--- config.mk ---
export PLATFORM = sky130hd
export DESIGN_NAME = pp_bank_ctrl
export DESIGN_NICKNAME = d
export VERILOG_FILES = /design/src/rtl/pp_bank_pkg.sv /design/src/rtl/pp_ctrl.sv /design/src/rtl/pp_datapath.sv /design/src/rtl/pp_bank_ctrl.sv
export SDC_FILE = /design/constraint.sdc
export NUM_CORES = 1
export LEC_CHECK = 0
export ABC_CLOCK_PERIOD_IN_PS = 3200
export BUFFER_PORTS_ARGS = -buffer_cell sky130_fd_sc_hd__buf_4
export CORE_MARGIN = 2
export CORE_UTILIZATION = 39
export CTS_CLUSTER_DIAMETER = 50
export DETAILED_ROUTE_END_ITERATION = 8
export PLACE_DENSITY = 0.86
export SETUP_SLACK_MARGIN = 0.05
export SYNTH_ARGS = -nofsm -noshare
export SYNTH_HDL_FRONTEND = slang
export SYNTH_SLANG_ARGS = --single-unit
--- constraint.sdc ---
create_clock -name clk -period 3.2 [get_ports clk]
set_clock_uncertainty 0.15 [all_clocks]
set_input_delay 0.64 -clock clk [delete_from_list [all_inputs] [get_ports clk]]
set_output_delay 0.64 -clock clk [all_outputs]
set_load 0.03 [all_outputs]
--- src/rtl/pp_bank_pkg.sv ---
package pp_bank_pkg;
  typedef enum logic [1:0] {EP_CTRL = 2'd0, EP_BULK = 2'd1, EP_INTR = 2'd2, EP_ISO = 2'd3} epType_e;
  typedef enum logic [1:0] {RES_ACK = 2'd0, RES_UDFOVF = 2'd1, RES_CRC = 2'd2, RES_NAK = 2'd3} txnRes_e;

  localparam int STAT_W  = 8;
  localparam int B_DONE0 = 0;
  localparam int B_DONE1 = 1;
  localparam int B_UDF   = 2;
  localparam int B_CRC   = 3;
  localparam int B_TOG   = 4;
  localparam int B_BUSY0 = 5;
  localparam int B_BUSY1 = 6;
  localparam int B_BANK  = 7;

  // strobes from control to datapath, valid for the current cycle
  typedef struct packed {
    logic primIn;    // enabled direction is IN
    logic bank;      // effective bank in use
    logic setDone;
    logic setUdf;
    logic setCrc;
    logic flipTog;
    logic setBusy;
    logic flipBank;
  } strobe_t;
endpackage

--- src/rtl/pp_ctrl.sv ---
module pp_ctrl
  import pp_bank_pkg::*;
(
  input  logic       cfgPingPong,
  input  logic [1:0] cfgEpType,
  input  logic       cfgEnIn,
  input  logic       cfgEnOut,
  input  logic       txnDone,
  input  logic [1:0] txnRes,
  input  logic       txnConsumed,
  input  logic       bankFlag,
  output strobe_t    strb,
  output logic       ppOn,
  output logic       cfgErr
);
  logic isAck, isErr, consume;

  // reject ping-pong on control endpoints or without exactly one enabled direction
  assign cfgErr  = cfgPingPong && ((cfgEpType == EP_CTRL) || (cfgEnIn == cfgEnOut));
  assign ppOn    = cfgPingPong && !cfgErr;

  assign isAck   = txnDone && (txnRes == RES_ACK);
  assign isErr   = txnDone && ((txnRes == RES_UDFOVF) || (txnRes == RES_CRC));
  assign consume = isAck || (isErr && txnConsumed);

  always_comb begin
    strb          = '0;
    strb.primIn   = cfgEnIn;
    strb.bank     = ppOn && bankFlag;
    strb.setDone  = isAck;
    strb.setUdf   = txnDone && (txnRes == RES_UDFOVF);
    strb.setCrc   = txnDone && (txnRes == RES_CRC);
    strb.flipTog  = isAck;
    strb.setBusy  = consume;
    strb.flipBank = consume && ppOn;
  end
endmodule

--- src/rtl/pp_datapath.sv ---
module pp_datapath
  import pp_bank_pkg::*;
#(
  parameter int PTR_W = 16,
  parameter int CNT_W = 10
) (
  input  logic              clk,
  input  logic              rstN,
  input  strobe_t           strb,
  input  logic [STAT_W-1:0] clrIn,
  input  logic [STAT_W-1:0] clrOut,
  input  logic [PTR_W-1:0]  ptrIn,
  input  logic [CNT_W-1:0]  cntIn,
  input  logic [PTR_W-1:0]  ptrOut,
  input  logic [CNT_W-1:0]  cntOut,
  input  logic              txnStart,
  output logic [STAT_W-1:0] statIn,
  output logic [STAT_W-1:0] statOut,
  output logic              bankFlag,
  output logic [PTR_W-1:0]  actPtr,
  output logic [CNT_W-1:0]  actCnt,
  output logic              hostNak
);
  logic [1:0][STAT_W-1:0] statQ;
  logic [1:0][STAT_W-1:0] clrV;
  logic [STAT_W-1:0]      primStat;
  logic                   useIn;

  assign clrV[0] = clrOut;
  assign clrV[1] = clrIn;

  // index 0 holds the OUT register, index 1 the IN register
  for (genvar d = 0; d < 2; d++) begin : g_dir
    localparam logic IS_IN = (d == 1);
    logic              isPrim, isTgt;
    logic [STAT_W-1:0] regQ, regD;

    assign isPrim = (IS_IN == strb.primIn);
    assign isTgt  = isPrim ^ strb.bank;   // bank 1 lands in the opposite register

    always_comb begin
      regD = regQ & ~clrV[d];
      if (isTgt) begin
        if (strb.setDone) regD[strb.bank ? B_DONE1 : B_DONE0] = 1'b1;
        if (strb.setUdf)  regD[B_UDF] = 1'b1;
        if (strb.setCrc)  regD[B_CRC] = 1'b1;
      end
      if (isPrim) begin
        if (strb.flipTog)  regD[B_TOG]  = ~regQ[B_TOG];
        if (strb.setBusy)  regD[strb.bank ? B_BUSY1 : B_BUSY0] = 1'b1;
        if (strb.flipBank) regD[B_BANK] = ~regQ[B_BANK];
      end
    end

    always_ff @(posedge clk) begin
      if (!rstN) regQ <= '0;
      else       regQ <= regD;
    end

    assign statQ[d] = regQ;
  end

  assign statOut  = statQ[0];
  assign statIn   = statQ[1];
  assign primStat = strb.primIn ? statQ[1] : statQ[0];
  assign bankFlag = primStat[B_BANK];

  assign useIn  = strb.primIn ^ strb.bank;
  assign actPtr = useIn ? ptrIn : ptrOut;
  assign actCnt = useIn ? cntIn : cntOut;

  always_ff @(posedge clk) begin
    if (!rstN)         hostNak <= 1'b0;
    else if (txnStart) hostNak <= strb.bank ? primStat[B_BUSY1] : primStat[B_BUSY0];
    else               hostNak <= 1'b0;
  end
endmodule

--- src/rtl/pp_bank_ctrl.sv ---
module pp_bank_ctrl
  import pp_bank_pkg::*;
#(
  parameter int PTR_W = 16,
  parameter int CNT_W = 10
) (
  input  logic             clk,
  input  logic             rstN,
  input  logic             cfgPingPong,
  input  logic [1:0]       cfgEpType,
  input  logic             cfgEnIn,
  input  logic             cfgEnOut,
  input  logic [PTR_W-1:0] ptrIn,
  input  logic [CNT_W-1:0] cntIn,
  input  logic [PTR_W-1:0] ptrOut,
  input  logic [CNT_W-1:0] cntOut,
  input  logic             txnStart,
  input  logic             txnDone,
  input  logic [1:0]       txnRes,
  input  logic             txnConsumed,
  input  logic [7:0]       clrIn,
  input  logic [7:0]       clrOut,
  output logic [PTR_W-1:0] actPtr,
  output logic [CNT_W-1:0] actCnt,
  output logic             hostNak,
  output logic [7:0]       statIn,
  output logic [7:0]       statOut,
  output logic             cfgErr
);
  strobe_t strb;
  logic    ppOn;
  logic    bankFlag;

  pp_ctrl u_ctrl (
    .cfgPingPong(cfgPingPong), .cfgEpType(cfgEpType),
    .cfgEnIn(cfgEnIn), .cfgEnOut(cfgEnOut),
    .txnDone(txnDone), .txnRes(txnRes), .txnConsumed(txnConsumed),
    .bankFlag(bankFlag), .strb(strb), .ppOn(ppOn), .cfgErr(cfgErr)
  );

  pp_datapath #(.PTR_W(PTR_W), .CNT_W(CNT_W)) u_dp (
    .clk(clk), .rstN(rstN), .strb(strb),
    .clrIn(clrIn), .clrOut(clrOut),
    .ptrIn(ptrIn), .cntIn(cntIn), .ptrOut(ptrOut), .cntOut(cntOut),
    .txnStart(txnStart),
    .statIn(statIn), .statOut(statOut), .bankFlag(bankFlag),
    .actPtr(actPtr), .actCnt(actCnt), .hostNak(hostNak)
  );
endmodule

==> key figures, run 1 <==
Worst hold path
  • Worst Hold Class: register to register
  • Hold Crit Depth: 2

CTS
  • Hold-fix buffers, CTS: 0
  • H-tree levels: 1
  • Reg clk slew, reported paths: about 100 ps
  • CTS sink cnt: 17
  • Clock root cell: clkbuf_4
  • Clock Latency Late Sink: 300 ps
  • CTS tree: done
  • Clock tree buffer depth: 2
  • Total CTS buffers: 3
  • Post-CTS Repair Setup Buffers: 0
  • Cts repair resizes: 0

Synth
  • Mapped Cells: between 100 and 150
  • Warning count from the yosys run: 0
  • Syn_nets: around 210
  • Post-synth top area share: 26.2%
  • Area contributors post-synth: dfxtp_1, mux2_4, mux2_2, nor2b_1, buf_12
  • Main combinational cell family by area after synthesis: multiplexers
  • Synthesized area per cell: around 10 µm²
  • Dominant cell type by area after synthesis: dfxtp_1
  • Register area share after synthesis: between 20% and 30%
  • XOR/XNOR share of the synthesized area: 0.675%
  • Adder-cell share of the synthesized area: under 10%
  • Simple-gate share of the synthesized area: between 10% and 20%
  • Mapped Area: approximately 1300 µm²
  • Distinct cells, synth: 36
  • Mux cell area share after synthesis: roughly 30%
  • Synth Area in Compound Gates: around 14%
  • #FFs+latches synth: 17

Placed design
  • DP Wirelength: roughly 3600 µm
  • PortBufs: around 120
  • Routability Congestion: roughly 0.78
  • Placed cell area: between 2000 and 2500 µm²

Setup path
  • CP Cell Sequence: buf_4 > o211a_1 > o21ai_4 > nand2_4 > mux2_4 > buf_4
  • Slowest cell delay on critical path: about 390 ps
  • Setup crit end kind: primary output
  • Crit path max fanout: 26
  • Worst path slowest cell: mux2_4
  • Worst setup SP type: input pin
  • WP data required: approximately 2400 ps
  • CP Class: input pin to primary output
  • Most used cell, CP: buf_4
  • R2R depth: 4
  • WP data arrival: about 2100 ps

GRT
  • Gr ovfl total: 0
  • Largest net degree at the start of global routing: 27
  • First-pass GRT wire length: ~5900 µm
  • Number of global-route vias before repair: 1318
  • Initial antenna violation count: 0
  • All-Layer GR Usage: a little over a fifth

Power and ir drop
  • P_leak: 1.13 nW
  • VDD IR-drop max: between 0.2 and 0.3 mV
  • Pwr Density: approximately 280 nW/µm²

Run
  • Maxcap violations: 0

Die
  • Die Ht: approximately 60 µm
  • I/O pins: between 100 and 150
  • Starting Density: a little over two fifths
  • Core area: slightly above 3000 µm²
  • Die width: just over 60 µm
  • Die area: roughly 3800 µm²
  • FP Rows: 20

Final layout
  • Area Overhead vs Synth: 72.5%
  • Final instance area: 2240 µm²
  • Reg area: approximately 340 µm²
  • Final nets: 334
  • Ratio of cells with drive above 1 in the final layout: ~64%
  • Multi-input gate area: 871 µm²
  • Ant diodes: 0
  • Filler Cell Count: ~250

STA
  • Setup TNS: 0 ps
  • Finish-stage setup viols: 0
  • Hold slack: roughly 340 ps
  • RSZ-0062 raised after global routing: false
  • Fin. max-slew vios: 0
  • Crit share post-route: around 90%
  • Fin. Hold Viols: 0
  • Slew @ Worst Pin: ~550 ps
  • Crit path time final: between 2000 and 3000 ps
  • F_max: between 300 and 400 MHz
  • Relative slew margins: 63.3%

Detailed routing
  • DR iter-0 viols: 29
  • Drt via density: a little under 5
  • Initial DRT Pass Iterations: 4
  • Total Wirelength: between 4000 and 5000 µm
  • Via count: 1436
  • DRC Markers: 0
  • Antenna Nets Post-Route: 0
  • Drt wl/cell: around 15 µm

Status
  • Run status: finished, final reports clean
[report_power, final]
group	internal (mW)	switching (mW)
Sequential	0.216	0.00262
Combinational	0.155	0.138
Clock	0.0486	0.0686
[logic make-up after synthesis]
kind of cell	after synthesis
xor+xnor	1
simple gates	41
fa+ha+maj	3
buf+inv	13
flops	17
compound gates	26
mux	29
[flip-flops by register name, indices dropped and copies added (netlist names)]
register      flops
u_dp.statIn       8
u_dp.hostNak      1
u_dp.statOut      8
[cells in the mapped netlist]
library cell  number
o32ai_1            1
nand2_4            1
nor2b_1            9
nor4_1             1
and2_1             4
nand4b_1           1
nor2_1             4
o22ai_1            3
ha_1               3
or2_2              1
a41oi_1            1
o21ai_0            3
nand2_1            8
nand3_1            2
o21a_1             5
a31o_2             1
o2111ai_1          1
a21oi_1            6
dfxtp_1           17
mux2i_1            1
nand4_1            2
nor3_1             2
clkbuf_2           1
inv_1              6
o21ai_4            1
o211ai_1           1
buf_12             2
xnor2_1            1
o211a_1            1
nand3b_1           4
buf_4              1
mux2_2             8
nor3b_1            2
clkbuf_1           3
mux2_4            20
o21ai_2            2
[cell usage in the layout, fill, tap and decap left out, drive strengths merged]
master,Yosys,routed
o2111ai,1,1
inv,6,6
nand3b,4,4
nand4,2,2
nand2,9,9
a31o,1,1
clkbuf,4,4
a41oi,1,1
nor4,1,1
mux2,28,28
and2,4,4
nor3b,2,2
o21a,5,5
xnor2,1,1
ha,3,3
buf,3,123
nor2b,9,9
nor3,2,2
o21ai,6,6
a21oi,6,6
nand3,2,2
nor2,4,4
o32ai,1,1
o22ai,3,3
o211ai,1,1
or2,1,1
mux2i,1,1
nand4b,1,1
dfxtp,17,17
o211a,1,1
[critical path, delay by kind of cell]
kind	cells	cell delay, ps
AO/OA/AOI/OAI	2	440
buffers and inverters	2	300
multiplexers	1	390
AND/OR/NAND/NOR	1	280
[worst paths after layout]
kind	start	to	slack (ps)
worst max-delay path	cfgEpType[1]	actPtr[3]	360
worst min-delay path	u_dp.statOut[3]	u_dp.statOut[3]	340
worst max register to register	u_dp.statIn[7]	u_dp.statIn[0]	1650
worst min register to register	u_dp.statOut[3]	u_dp.statOut[3]	340
[layer usage]
metal / wire [µm] / vias up / GRT usage (%)
li1: - / 706 / -
met1: 1470 / 661 / 22.0
met2: 2420 / 65 / 40.9
met3: 375 / 4 / 5.88
met4: 35 / 0 / 4.56
met5: 0 / - / 0
[area by class of cell]
class | instances | area share (%)
sequential | 17 | 15.2
clock buffer | 4 | 1.17
multi-input combinational | 100 | 38.9
timing repair buffer | 123 | 41.3
inverter | 6 | 1.01
tap | 44 | 2.46
[stage by stage]
step | utilization (%) | total power [mW] | setup WS [ps] | cells
floorplan | - | 0.389 | 734 | 130
global placement | 71.3 | 0.512 | 386 | 290
detailed placement | 71.3 | 0.517 | 355 | 290
CTS | 72.1 | 0.634 | 355 | 294
global route | 72.1 | 0.663 | 313 | 294
finish | 72.1 | 0.629 | 356 | 294
No activity file was read; power rests on OpenSTA's default activity.
==> run 2: changes to the inputs <==
--- a/config.mk
+++ b/config.mk
@@ -11,6 +11,7 @@
 export CORE_UTILIZATION = 39
 export CTS_CLUSTER_DIAMETER = 50
 export DETAILED_ROUTE_END_ITERATION = 8
+export GPL_TIMING_DRIVEN = 0
 export PLACE_DENSITY = 0.86
 export SETUP_SLACK_MARGIN = 0.05
 export SYNTH_ARGS = -nofsm -noshare
==> key figures, run 2 (same netlist as run 1, synthesis figures left out) <==
CTS
  • Cts repair resizes: 0 (unchanged)
  • CTS tree: done
  • H-tree levels: 1 (unchanged)
  • Clock root cell: clkbuf_4
  • Total CTS buffers: 3 (unchanged)
  • Reg clk slew, reported paths: 100 ps (about the same)
  • Post-CTS Repair Setup Buffers: 0 (unchanged)
  • Hold-fix buffers, CTS: 0 (unchanged)
  • Clock Latency Late Sink: 280 ps (-20 ps)
  • Clock tree buffer depth: 2 (unchanged)
  • CTS sink cnt: 17 (unchanged)

STA
  • Setup TNS: 0 ps (unchanged)
  • Crit path time final: 2780 ps (-62.5 ps)
  • Finish-stage setup viols: 0 (unchanged)
  • F_max: 360 MHz (+2.2%)
  • Fin. max-slew vios: 0 (unchanged)
  • Relative slew margins: 66.1% (+2.8 points)
  • RSZ-0062 raised after global routing: false
  • Slew @ Worst Pin: 505 ps (-42.3 ps)
  • Crit share post-route: 86.9% (-2.0 points)
  • Fin. Hold Viols: 0 (unchanged)

Power and ir drop
  • Total power: 0.633 mW (+0.67%)
  • Pwr Density: 277 nW/µm² (-1.5%)
  • VDD IR-drop max: 0.297 mV (+14%)
  • P_leak: 1.15 nW (+2.0%)

Status
  • Run status: finished, final reports clean

Placed design
  • Placed cell area: 2260 µm² (+2.2%)
  • Routability Congestion: 0.793 (+1.4%)
  • DP Wirelength: 3870 µm (+6.7%)
  • PortBufs: 121 (-1.6%)

Detailed routing
  • Total Wirelength: 4450 µm (+3.3%)
  • Via count: 1437 (+0.070%)
  • DR iter-0 viols: 23 (-21%)
  • Antenna Nets Post-Route: 0 (unchanged)
  • Initial DRT Pass Iterations: 4 (unchanged)
  • Drt wl/cell: 14.9 µm (+1.6%)
  • DRC Markers: 0 (unchanged)
  • Drt via density: 4.81 (-1.6%)

Final layout
  • Commonest non-fill, non-tap cell in the layout: buf_4
  • Area Overhead vs Synth: 76.3%
  • Multi-input gate area: 871 µm² (unchanged)
  • Final nets: 339 (+1.5%)
  • Final instance area: 2290 µm² (+2.2%)
  • Ant diodes: 0 (unchanged)
  • Ratio of cells with drive above 1 in the final layout: 63.5% (-0.47 points)
  • Filler Cell Count: 266 (+7.7%)
  • Most frequent cells in the layout: buf_4, mux2_4, dfxtp_1, nor2b_1
  • Reg area: 340 µm² (unchanged)

Setup path
  • Family with the most delay on the worst path: buffers and inverters
  • Crit path max fanout: 10 (-62%)
  • Most used cell, CP: buf_4
  • CP Buf/Inv Count: 3 (+1)
  • CP Cell Sequence: buf_4 > o211a_1 > o21ai_4 > nand2_4 > buf_12 > mux2_4 > buf_4
  • Worst setup SP type: input pin
  • WP data required: 2410 ps (about the same)
  • Slowest cell delay on critical path: 300 ps (-90 ps)
  • WP data arrival: 1990 ps (-60 ps)
  • CP Class: input pin to primary output
  • Worst path slowest cell: mux2_4
  • Setup crit end kind: primary output

Run
  • Maxcap violations: 0 (unchanged)

Die
  • Die area: 3800 µm² (unchanged)
  • Core area: 3100 µm² (unchanged)
  • Starting Density: 41.8% (unchanged)
  • Die width: 61.7 µm (unchanged)
  • I/O pins: 124 (unchanged)
  • Die Ht: 61.7 µm (unchanged)
  • FP Rows: 20 (unchanged)

GRT
  • Initial antenna violation count: 0 (unchanged)
  • All-Layer GR Usage: 22.3% (+1.3 points)
  • Gr ovfl total: 0 (unchanged)
  • Number of global-route vias before repair: 1357 (+3.0%)
  • First-pass GRT wire length: 6210 µm (+5.6%)
  • Largest net degree at the start of global routing: 11 (-59%)

Worst hold path
  • Worst Hold Class: register to register
run 2: metrics by stage:
step                setup WS, ps  cells  utilization (%)  hold WS (ps)
finish                       419    299             73.7           341
global route                 387    299             73.7           357
CTS                          411    299             73.7           345
detailed placement           412    295             72.9           325
global placement             423    295             72.9           321
floorplan                    734    130                -           449
run 2: final timing paths:
kind              startpoint         endpoint  slack [ps]  cells past startpoint
max reg2reg   u_dp.statIn[7]   u_dp.statIn[0]        1690                      4
min          u_dp.statOut[3]  u_dp.statOut[3]         340                      2
min reg2reg  u_dp.statOut[3]  u_dp.statOut[3]         340                      2
max             cfgEpType[1]        actPtr[0]         420                      7
run 2: layout make-up:
class / instances / share of cell area [%]
clock buffer: 4 / 1.15
multi-input combinational: 100 / 38.1
sequential: 17 / 14.9
inverter: 6 / 0.985
buffer: 7 / 2.79
tap: 44 / 2.41
timing repair buffer: 121 / 39.7
run 2: tightest hold or removal path: stages (launching register included):
cell and delay [ps]:
dfxtp_1 320, nand2_1 60, o22ai_1 70
run 2: power by group:
group	internal [mW]	total [mW]	switching [mW]
combinational	0.161	0.302	0.141
sequential	0.216	0.218	0.00259
clock	0.0484	0.113	0.0645
run 2: layer usage:
metal | vias up | track usage [%] | wire length, µm
li1 | 717 | - | -
met1 | 655 | 25.4 | 1630
met2 | 59 | 41.7 | 2400
met3 | 6 | 6.30 | 364
met4 | 0 | 3.65 | 55
met5 | - | 0 | 0
